## config.mk

```make
export PLATFORM = sky130hd
export DESIGN_NAME = disp_tmg_top
export DESIGN_NICKNAME = d
export VERILOG_FILES = /design/src/rtl/disp_tmg_pkg.sv /design/src/rtl/disp_tmg_ctrl.sv /design/src/rtl/disp_sync_pulse.sv /design/src/rtl/disp_tmg_dp.sv /design/src/rtl/disp_tmg_top.sv
export SDC_FILE = /design/constraint.sdc
export NUM_CORES = 1
export LEC_CHECK = 0
export BUFFER_PORTS_ARGS = -buffer_cell sky130_fd_sc_hd__buf_2
export CORE_UTILIZATION = 63
export DETAILED_ROUTE_END_ITERATION = 6
export MAX_ROUTING_LAYER = met4
export PLACE_DENSITY = 0.81
export SKIP_LAST_GASP = 1
export SLEW_MARGIN = 20
export SYNTH_ARGS = -nofsm -noshare
export SYNTH_HDL_FRONTEND = slang
export SYNTH_SLANG_ARGS = --single-unit
```

## constraint.sdc

```tcl
create_clock -name clk -period 5.61 [get_ports clk]
set_input_delay 0.561 -clock clk [delete_from_list [all_inputs] [get_ports clk]]
set_output_delay 0.561 -clock clk [all_outputs]
set_load 0.01 [all_outputs]
```

## src/rtl/disp_tmg_pkg.sv

```systemverilog
package disp_tmg_pkg;

  // Strobes handed from the control side to the counting datapath.
  typedef struct packed {
    logic cfgBad;
    logic hHalf;
    logic vHalf;
  } tmgStrobe_t;

  // Timing register addresses.
  typedef enum logic [3:0] {
    REG_LINE  = 4'd0,
    REG_HSW   = 4'd1,
    REG_HLEAD = 4'd2,
    REG_HACT  = 4'd3,
    REG_FRAME = 4'd4,
    REG_VSW   = 4'd5,
    REG_VLEAD = 4'd6,
    REG_VACT  = 4'd7,
    REG_CPP   = 4'd8
  } tmgReg_e;

endpackage

```

## src/rtl/disp_tmg_ctrl.sv

```systemverilog
module disp_tmg_ctrl
  import disp_tmg_pkg::*;
#(
  parameter int TW        = 12,
  parameter int PW        = 4,
  parameter int DEF_LINE  = 16,
  parameter int DEF_HSW   = 3,
  parameter int DEF_HLEAD = 3,
  parameter int DEF_HACT  = 8,
  parameter int DEF_FRAME = 6,
  parameter int DEF_VSW   = 40,
  parameter int DEF_VLEAD = 1,
  parameter int DEF_VACT  = 3,
  parameter int DEF_CPP   = 2
) (
  input  logic          clk,
  input  logic          rstN,
  input  logic          wrEn,
  input  logic [3:0]    wrAddr,
  input  logic [TW:0]   wrData,
  input  logic          frameEnd,
  output logic [TW-1:0] lineLen,
  output logic [TW-1:0] hLead,
  output logic [TW-1:0] hAct,
  output logic [TW-1:0] frameLen,
  output logic [TW-1:0] vLead,
  output logic [TW-1:0] vAct,
  output logic [PW-1:0] cpp,
  output logic [TW-1:0] hsIntNxt,
  output logic [TW-1:0] vsIntNxt,
  output tmgStrobe_t    strobe
);

  localparam int SW = TW + 1;

  // shadow copies
  logic [TW-1:0] lineS, hLeadS, hActS, frameS, vLeadS, vActS;
  logic [SW-1:0] hswS, vswS;
  logic [PW-1:0] cppS;
  // working copies
  logic [TW-1:0] lineW, hLeadW, hActW, frameW, vLeadW, vActW;
  logic [SW-1:0] hswW, vswW;
  logic [PW-1:0] cppW;

  always_ff @(posedge clk or negedge rstN) begin
    if (!rstN) begin
      lineS  <= TW'(DEF_LINE);
      hswS   <= SW'(DEF_HSW);
      hLeadS <= TW'(DEF_HLEAD);
      hActS  <= TW'(DEF_HACT);
      frameS <= TW'(DEF_FRAME);
      vswS   <= SW'(DEF_VSW);
      vLeadS <= TW'(DEF_VLEAD);
      vActS  <= TW'(DEF_VACT);
      cppS   <= PW'(DEF_CPP);
    end else if (wrEn) begin
      case (wrAddr)
        REG_LINE:  lineS  <= wrData[TW-1:0];
        REG_HSW:   hswS   <= wrData;
        REG_HLEAD: hLeadS <= wrData[TW-1:0];
        REG_HACT:  hActS  <= wrData[TW-1:0];
        REG_FRAME: frameS <= wrData[TW-1:0];
        REG_VSW:   vswS   <= wrData;
        REG_VLEAD: vLeadS <= wrData[TW-1:0];
        REG_VACT:  vActS  <= wrData[TW-1:0];
        REG_CPP:   cppS   <= wrData[PW-1:0];
        default: ;
      endcase
    end
  end

  always_ff @(posedge clk or negedge rstN) begin
    if (!rstN) begin
      lineW  <= TW'(DEF_LINE);
      hswW   <= SW'(DEF_HSW);
      hLeadW <= TW'(DEF_HLEAD);
      hActW  <= TW'(DEF_HACT);
      frameW <= TW'(DEF_FRAME);
      vswW   <= SW'(DEF_VSW);
      vLeadW <= TW'(DEF_VLEAD);
      vActW  <= TW'(DEF_VACT);
      cppW   <= PW'(DEF_CPP);
    end else if (frameEnd) begin
      lineW  <= lineS;
      hswW   <= hswS;
      hLeadW <= hLeadS;
      hActW  <= hActS;
      frameW <= frameS;
      vswW   <= vswS;
      vLeadW <= vLeadS;
      vActW  <= vActS;
      cppW   <= cppS;
    end
  end

  logic hBad, vBad;
  always_comb begin
    hBad = ({1'b0, hLeadW} + {1'b0, hActW}) >= {1'b0, lineW};
    vBad = ({1'b0, vLeadW} + {1'b0, vActW}) >= {1'b0, frameW};
  end

  assign lineLen  = lineW;
  assign hLead    = hLeadW;
  assign hAct     = hActW;
  assign frameLen = frameW;
  assign vLead    = vLeadW;
  assign vAct     = vActW;
  assign cpp      = (cppW == '0) ? PW'(1) : cppW;
  // integer part of the sync widths as they will be in the coming clock
  assign hsIntNxt = frameEnd ? hswS[SW-1:1] : hswW[SW-1:1];
  assign vsIntNxt = frameEnd ? vswS[SW-1:1] : vswW[SW-1:1];

  assign strobe.cfgBad = hBad | vBad;
  assign strobe.hHalf  = hswW[0];
  assign strobe.vHalf  = vswW[0];

endmodule

```

## src/rtl/disp_sync_pulse.sv

```systemverilog
module disp_sync_pulse #(
  parameter int CNTW     = 12,
  parameter int WIDW     = 12,
  parameter bit HALF_RES = 1'b1,
  parameter bit RST_ON   = 1'b1,
  parameter bit RST_LAST = 1'b0
) (
  input  logic            clk,
  input  logic            rstN,
  input  logic [CNTW-1:0] cntNxt,
  input  logic [WIDW-1:0] widIntNxt,
  input  logic            halfBit,
  output logic            syncOut
);

  localparam int MW = (CNTW > WIDW) ? CNTW : WIDW;

  logic [MW-1:0] cntX, widX;
  logic onQ, lastQ;

  assign cntX = MW'(cntNxt);
  assign widX = MW'(widIntNxt);

  // onQ: whole clocks of the pulse; lastQ: the clock right after them
  always_ff @(posedge clk or negedge rstN) begin
    if (!rstN) begin
      onQ   <= RST_ON;
      lastQ <= RST_LAST;
    end else begin
      onQ   <= cntX < widX;
      lastQ <= cntX == widX;
    end
  end

  generate
    if (HALF_RES) begin : g_half
      logic lastN;
      always_ff @(negedge clk or negedge rstN) begin
        if (!rstN) lastN <= 1'b0;
        else       lastN <= lastQ;
      end
      // lastQ & ~lastN is high only in the first half of the extra clock
      assign syncOut = onQ | (halfBit & lastQ & ~lastN);
    end else begin : g_whole
      assign syncOut = onQ;
    end
  endgenerate

endmodule

```

## src/rtl/disp_tmg_dp.sv

```systemverilog
module disp_tmg_dp
  import disp_tmg_pkg::*;
#(
  parameter int TW        = 12,
  parameter int PW        = 4,
  parameter int FCW       = 20,
  parameter bit HALF_RES  = 1'b1,
  parameter bit H_RST_ON  = 1'b1,
  parameter bit H_RST_LST = 1'b0,
  parameter bit V_RST_ON  = 1'b1,
  parameter bit V_RST_LST = 1'b0
) (
  input  logic          clk,
  input  logic          rstN,
  input  logic [TW-1:0] lineLen,
  input  logic [TW-1:0] hLead,
  input  logic [TW-1:0] hAct,
  input  logic [TW-1:0] frameLen,
  input  logic [TW-1:0] vLead,
  input  logic [TW-1:0] vAct,
  input  logic [PW-1:0] cpp,
  input  logic [TW-1:0] hsIntNxt,
  input  logic [TW-1:0] vsIntNxt,
  input  tmgStrobe_t    strobe,
  output logic          frameEnd,
  output logic          hSync,
  output logic          vSync,
  output logic          dataEn,
  output logic          compStrobe,
  output logic          pixStart,
  output logic [TW-1:0] pixCol,
  output logic [TW-1:0] pixRow
);

  logic [TW-1:0]  hCnt, vCnt, hNext, vNext, colCnt;
  logic [FCW-1:0] fCnt, fNext;
  logic [PW-1:0]  compCnt;
  logic hWrap, vWrap, hWin, vWin, de;

  always_comb begin
    hWrap    = ({1'b0, hCnt} + 1'b1) >= {1'b0, lineLen};
    vWrap    = ({1'b0, vCnt} + 1'b1) >= {1'b0, frameLen};
    frameEnd = hWrap & vWrap;
    hNext    = hWrap ? '0 : hCnt + 1'b1;
    if (!hWrap)     vNext = vCnt;
    else if (vWrap) vNext = '0;
    else            vNext = vCnt + 1'b1;
    if (frameEnd)       fNext = '0;
    else if (&fCnt)     fNext = fCnt;
    else                fNext = fCnt + 1'b1;
    hWin = (hCnt >= hLead) && ({1'b0, hCnt} < ({1'b0, hLead} + {1'b0, hAct}));
    vWin = (vCnt >= vLead) && ({1'b0, vCnt} < ({1'b0, vLead} + {1'b0, vAct}));
    de   = hWin & vWin & ~strobe.cfgBad;
  end

  always_ff @(posedge clk or negedge rstN) begin
    if (!rstN) begin
      hCnt <= '0;
      vCnt <= '0;
      fCnt <= '0;
    end else begin
      hCnt <= hNext;
      vCnt <= vNext;
      fCnt <= fNext;
    end
  end

  // component and column counters, restarted at every line start
  always_ff @(posedge clk or negedge rstN) begin
    if (!rstN) begin
      compCnt <= '0;
      colCnt  <= '0;
    end else if (hWrap) begin
      compCnt <= '0;
      colCnt  <= '0;
    end else if (hWin) begin
      if (({1'b0, compCnt} + 1'b1) >= {1'b0, cpp}) begin
        compCnt <= '0;
        colCnt  <= colCnt + 1'b1;
      end else begin
        compCnt <= compCnt + 1'b1;
      end
    end
  end

  disp_sync_pulse #(
    .CNTW(TW), .WIDW(TW), .HALF_RES(HALF_RES),
    .RST_ON(H_RST_ON), .RST_LAST(H_RST_LST)
  ) u_hsync (
    .clk(clk), .rstN(rstN), .cntNxt(hNext), .widIntNxt(hsIntNxt),
    .halfBit(strobe.hHalf), .syncOut(hSync)
  );

  disp_sync_pulse #(
    .CNTW(FCW), .WIDW(TW), .HALF_RES(HALF_RES),
    .RST_ON(V_RST_ON), .RST_LAST(V_RST_LST)
  ) u_vsync (
    .clk(clk), .rstN(rstN), .cntNxt(fNext), .widIntNxt(vsIntNxt),
    .halfBit(strobe.vHalf), .syncOut(vSync)
  );

  assign dataEn     = de;
  assign compStrobe = de;
  assign pixStart   = de & (compCnt == '0);
  assign pixCol     = de ? colCnt : '0;
  assign pixRow     = de ? (vCnt - vLead) : '0;

endmodule

```

## src/rtl/disp_tmg_top.sv

```systemverilog
module disp_tmg_top
  import disp_tmg_pkg::*;
#(
  parameter int TW        = 12,
  parameter int PW        = 4,
  parameter int FCW       = 20,
  parameter bit HALF_RES  = 1'b1,
  parameter int DEF_LINE  = 16,
  parameter int DEF_HSW   = 3,
  parameter int DEF_HLEAD = 3,
  parameter int DEF_HACT  = 8,
  parameter int DEF_FRAME = 6,
  parameter int DEF_VSW   = 40,
  parameter int DEF_VLEAD = 1,
  parameter int DEF_VACT  = 3,
  parameter int DEF_CPP   = 2
) (
  input  logic          clk,
  input  logic          rstN,
  input  logic          wrEn,
  input  logic [3:0]    wrAddr,
  input  logic [TW:0]   wrData,
  output logic          hSync,
  output logic          vSync,
  output logic          dataEn,
  output logic          compStrobe,
  output logic          pixStart,
  output logic [TW-1:0] pixCol,
  output logic [TW-1:0] pixRow,
  output logic          cfgErr
);

  localparam bit H_RST_ON  = (DEF_HSW / 2) > 0;
  localparam bit H_RST_LST = (DEF_HSW / 2) == 0;
  localparam bit V_RST_ON  = (DEF_VSW / 2) > 0;
  localparam bit V_RST_LST = (DEF_VSW / 2) == 0;

  logic [TW-1:0] lineLen, hLead, hAct, frameLen, vLead, vAct, hsIntNxt, vsIntNxt;
  logic [PW-1:0] cpp;
  logic          frameEnd;
  tmgStrobe_t    strobe;

  disp_tmg_ctrl #(
    .TW(TW), .PW(PW),
    .DEF_LINE(DEF_LINE), .DEF_HSW(DEF_HSW), .DEF_HLEAD(DEF_HLEAD),
    .DEF_HACT(DEF_HACT), .DEF_FRAME(DEF_FRAME), .DEF_VSW(DEF_VSW),
    .DEF_VLEAD(DEF_VLEAD), .DEF_VACT(DEF_VACT), .DEF_CPP(DEF_CPP)
  ) u_ctrl (
    .clk(clk), .rstN(rstN), .wrEn(wrEn), .wrAddr(wrAddr), .wrData(wrData),
    .frameEnd(frameEnd), .lineLen(lineLen), .hLead(hLead), .hAct(hAct),
    .frameLen(frameLen), .vLead(vLead), .vAct(vAct), .cpp(cpp),
    .hsIntNxt(hsIntNxt), .vsIntNxt(vsIntNxt), .strobe(strobe)
  );

  disp_tmg_dp #(
    .TW(TW), .PW(PW), .FCW(FCW), .HALF_RES(HALF_RES),
    .H_RST_ON(H_RST_ON), .H_RST_LST(H_RST_LST),
    .V_RST_ON(V_RST_ON), .V_RST_LST(V_RST_LST)
  ) u_dp (
    .clk(clk), .rstN(rstN), .lineLen(lineLen), .hLead(hLead), .hAct(hAct),
    .frameLen(frameLen), .vLead(vLead), .vAct(vAct), .cpp(cpp),
    .hsIntNxt(hsIntNxt), .vsIntNxt(vsIntNxt), .strobe(strobe),
    .frameEnd(frameEnd), .hSync(hSync), .vSync(vSync), .dataEn(dataEn),
    .compStrobe(compStrobe), .pixStart(pixStart), .pixCol(pixCol),
    .pixRow(pixRow)
  );

  assign cfgErr = strobe.cfgBad;

endmodule

```

# Word level (Yosys, flattened, before mapping)

Cells that the tools add are included.

Word-level logic and storage cells: 108
Output and inout bits: 30
Flip-flop bits (word level): 270
Input bits: 20

Equality and inequality tests: 10
Multiplexer cells: 15
$add $sub $neg: 11
Reductions and logical operators: 18
Magnitude comparators: 11
Bitwise gates (word level): 14

Operators by type and width:

| operator              | number |
|---|---|
| $mux 12               | 9 |
| $ge 13x12->1          | 4 |
| $mux 20               | 2 |
| $add 12x1->12 const B | 3 |
| $add 12x1->13 const B | 2 |
| $add 12x12->13        | 2 |
| $lt 12x13->1          | 2 |
| $ge 12x12->1          | 2 |
| $add 20x1->20 const B | 1 |
| $eq 20x12->1          | 1 |
| $lt 20x12->1          | 1 |
| $reduce_and 2->1      | 10 |
| $reduce_and 20->1     | 1 |
| $eq 4x3->1 const B    | 4 |
| $mux 4                | 4 |
| $eq 12x12->1          | 1 |
| $logic_not 4->1       | 3 |
| $lt 12x12->1          | 1 |
| $sub 12x12->12        | 1 |
| $and 1x1->1           | 8 |
| $eq 4x2->1 const B    | 2 |
| $add 4x1->5 const B   | 1 |
| $ge 5x4->1            | 1 |
| $add 4x1->4 const B   | 1 |
| other kinds (6)       | 12 |

# Longest topological paths before layout

Depth after elaboration: 6
Gate-level depth with buffers: 25
Mapped depth without buffers: 21

# By module

A second synthesis with hierarchy kept.

Cell total of the unflattened synthesis: 1554
Area total of the unflattened synthesis: 16445.8 um^2

Modules (own cells, without submodules):

| module                          | area an instance (um^2) | sequential area each (um^2) | cells each | instances |
|---|---|---|---|---|
| disp_tmg_ctrl                   | 9337.7                  | 5139.9                      | 696        | 1 |
| disp_tmg_dp                     | 6294.8                  | 1501.4                      | 765        | 1 |
| disp_sync_pulse at u_dp.u_vsync | 425.4                   | 76.3                        | 49         | 1 |
| disp_sync_pulse at u_dp.u_hsync | 387.9                   | 76.3                        | 44         | 1 |

==> impl_metrics.yaml <==
timing:
  worst_slew_pin_slew_ps: 1070
  drv_slew: 0
  rsz0062_at_grt: "yes"
  post-route-period-util_pct: 97.0
  max_slew_margin_pct: 28.5
  post-route-min-period_ps: 5440
  setup_viol: 0
  fin_skew_ps: 10.5
  hold_viol: 0
  max_freq_mhz: 184
power:
  powerDensity_mw_per_mm2: 498
  swShare_pct: 39.4
  peakVddDrop_mv: 0.372
  power.leakage_nw: 7.97
  p_comb_share_pct: 45.1
  p_sw_w: 0.00338
  seqPwrFrac_pct: 32.9
  clockPowerShare_pct: 22.0
  p_int_w: 0.00520
place:
  dp_hpwl_um: 24800
  place_congestion: 0.911
  dp.cells: 1782
  portBuffers: 49
final_layout:
  fill_cells: 1745
  fin_nets: 1667
  drive_gt1_share_pct: 21.9
  layout.cells.non_filler: 1838
  area_delta_synth_final_pct: 10.2
  diodes: 0
  utilization_pct: 70.8
setup_path:
  endpoint_kind: "output pin"
  required_ps: 5050
  crit-reg2reg-capture: "u_dp.u_vsync.onQ"
  timing.rr.start: "u_dp.vCnt[1]"
  start_kind: "flip-flop"
  path_class: "reg2out"
  crit_path_max_fanout: 14
  cp.arrival_ps: 4880
  ff2ff_setup_slack_ps: 680
  reg2reg_depth: 19
min_path:
  hold_path_class: "in2async"
clock_network:
  cts_sinks: 270
  clkLatencyLatePin_ps: 540
  cts_tree: "built"
  cts_buffers: 28
  cts_hold_buf: 0
  cts-root-buf: "clkbuf_16"
  clockBufferDepth: 3
  clk_pin_slew_ps: 60
  cts_max_level: 1
route:
  dr_wl_met2_um: 17000
  wl_per_cell_um: 19.8
  drc: 0
  wl_met3_um: 1880
  dr.first_iter.drc_count: 801
  wl_met1_um: 16100
  first_pass_iters: 5
  via_per_inst: 6.16
  dr.max_layer_used: "met4"
  vias: 11300
  ant_nets: 0
  drt_wl_total_um: 36400
synthesis:
  syn_area_mm2: 0.0156
  ys_types: 76
  ys_seq_area_share_pct: 43.5
  ys_ff_latch: 270
  yosysTopAreaCellShare_pct: 38.1
  synth.most_common_cell: "dfrtp_1"
  synth_nets: 1618
  synth_edf_count: 0
  async_flop_share_pct: 100
  yosys-top-cells-area: "dfrtp_1, ha_1, mux2_2"
  synth_area_leader_cell: "dfrtp_1"
  synth_common_cells: "dfrtp_1, mux2_2, ha_1"
  netlist_instances: 1443
  avgSynthCellArea_um2: 10.8
  yosys_most_used_dff: "dfrtp_1"
  yosys_warnings: 0
global_routing:
  grt_pass1_vias: 11200
  overflow: 0
  grt_pass1_wl_um: 58000
  antenna_found_initial: 0
  track_usage_pct: 29.7
  grt_max_degree: 90
floorplan:
  core-area_mm2: 0.0243
  dieArea_mm2: 0.0254
  start_util_pct: 64.3
  rows: 57
  die_y_um: 160
  io_pins: 50
  dieWidth_um: 160
outcome:
  status: "finished clean"
flow_run:
  maxCapViolations: 0
-- sequential cells by signal, indices dropped and copies added (netlist names), 13 cells and up --
register and count:
u_ctrl.vswW 13, u_ctrl.hswS 13, u_ctrl.hswW 13, u_dp.fCnt 20, u_ctrl.vswS 13
-- final cells by class --
type | instances | area [um^2] | area share (%)
clock buffer | 41 | 861 | 5.00
clock inverter | 11 | 95.1 | 0.552
inverter | 99 | 372 | 2.16
multi-input combinational | 1026 | 8300 | 48.2
sequential | 270 | 6790 | 39.5
tap | 324 | 405 | 2.35
timing repair buffer | 67 | 392 | 2.27
-- cells in the final DEF (no fill, tap or decap), drive strengths merged, types with 16 or more instances in the layout --
master,synthesis,final
ha,152,152
nand3,79,79
inv,99,99
nand4,26,26
a21oi,61,61
and2,17,17
xor2,31,31
mux2i,25,25
nor2b,19,19
buf,27,67
nor3,46,46
and3,16,16
mux2,161,161
o21ai,90,90
a21o,23,23
clkbuf,22,41
dfrtp,238,238
xnor2,41,41
nor2,61,61
nand2,37,37
dfstp,30,30
-- worst max-delay path: stages, from the launching register on --
cell	delay [ps]
dfstp_2	370
ha_1	220
fa_1	430
a211oi_2	250
o21ai_0	130
a31o_2	240
a21oi_1	250
o21bai_1	100
a21oi_1	260
xnor2_1	160
ha_1	280
a2111oi_1	390
o31ai_1	160
a311oi_2	220
buf_4	190
o211ai_4	170
nor4b_1	330
buf_2	180
-- power groups by stage --
stage               clock network [W]  registers [W]  logic, W
CTS                           0.00191        0.00281   0.00381
detailed placement                  0        0.00284   0.00368
global route                  0.00199        0.00287   0.00430
global placement                    0        0.00281   0.00351
floorplan                           0        0.00273   0.00286
finish                        0.00188        0.00282   0.00387
-- per-stage QoR --
| step | power (W) | hold WS [ps] | setup TNS (ps) | setup WS, ps | cell area (um^2) |
|---|---|---|---|---|---|
| after global placement | 0.00632 | 465 | 0 | 564 | 16200 |
| after global routing | 0.00916 | 62.5 | -87.4 | -54.5 | 17200 |
| final | 0.00858 | 7.82 | 0 | 169 | 17200 |
| after CTS | 0.00854 | 34.3 | 0 | 101 | 17200 |
| after detailed placement | 0.00652 | 475 | 0 | 317 | 16200 |
| after floorplan | 0.00559 | 265 | 0 | 996 | 15600 |
-- worst max path at each step --
| stage | to | from | cells past startpoint |
|---|---|---|---|
| after detailed placement | pixRow[3] | u_ctrl.vAct[0] | 16 |
| after floorplan | dataEn | u_ctrl.hLead[0] | 17 |
| after CTS | pixRow[3] | u_ctrl.vAct[0] | 17 |
| final | pixRow[10] | u_ctrl.vAct[0] | 17 |
| after global placement | pixRow[10] | u_ctrl.vAct[0] | 16 |
| after global routing | pixRow[3] | u_ctrl.hLead[0] | 17 |
-- layer usage --
layer	vias up	track usage [%]
li1	5308	-
met1	5608	39.0
met2	320	47.2
met3	85	3.54
met5	-	-
met4	0	11.4
-- repair_timing --
item	in CTS	in global routing
gates resized for setup	4	8
gates cloned	1	1
hold endpoints to repair	0	0
endpoints found under the setup margin	27	27
setup buffers	1	1
pin swaps	2	2
-- logic make-up (layout without fill, tap and decap cells) --
group                      Yosys count  count (layout)  synth area share (%)
buffers and inverters              148             218                  4.14
xor gates and xnor gates            72              72                  4.03
muxes                              186             186                  13.2
AOI/OAI and AO/OA                  262             263                  10.7
DFF                                270             270                  43.5
and+or+nand+nor                    350             350                  11.8
adders and majority gates          155             155                  12.6
No activity file was read; power rests on OpenSTA's default activity.
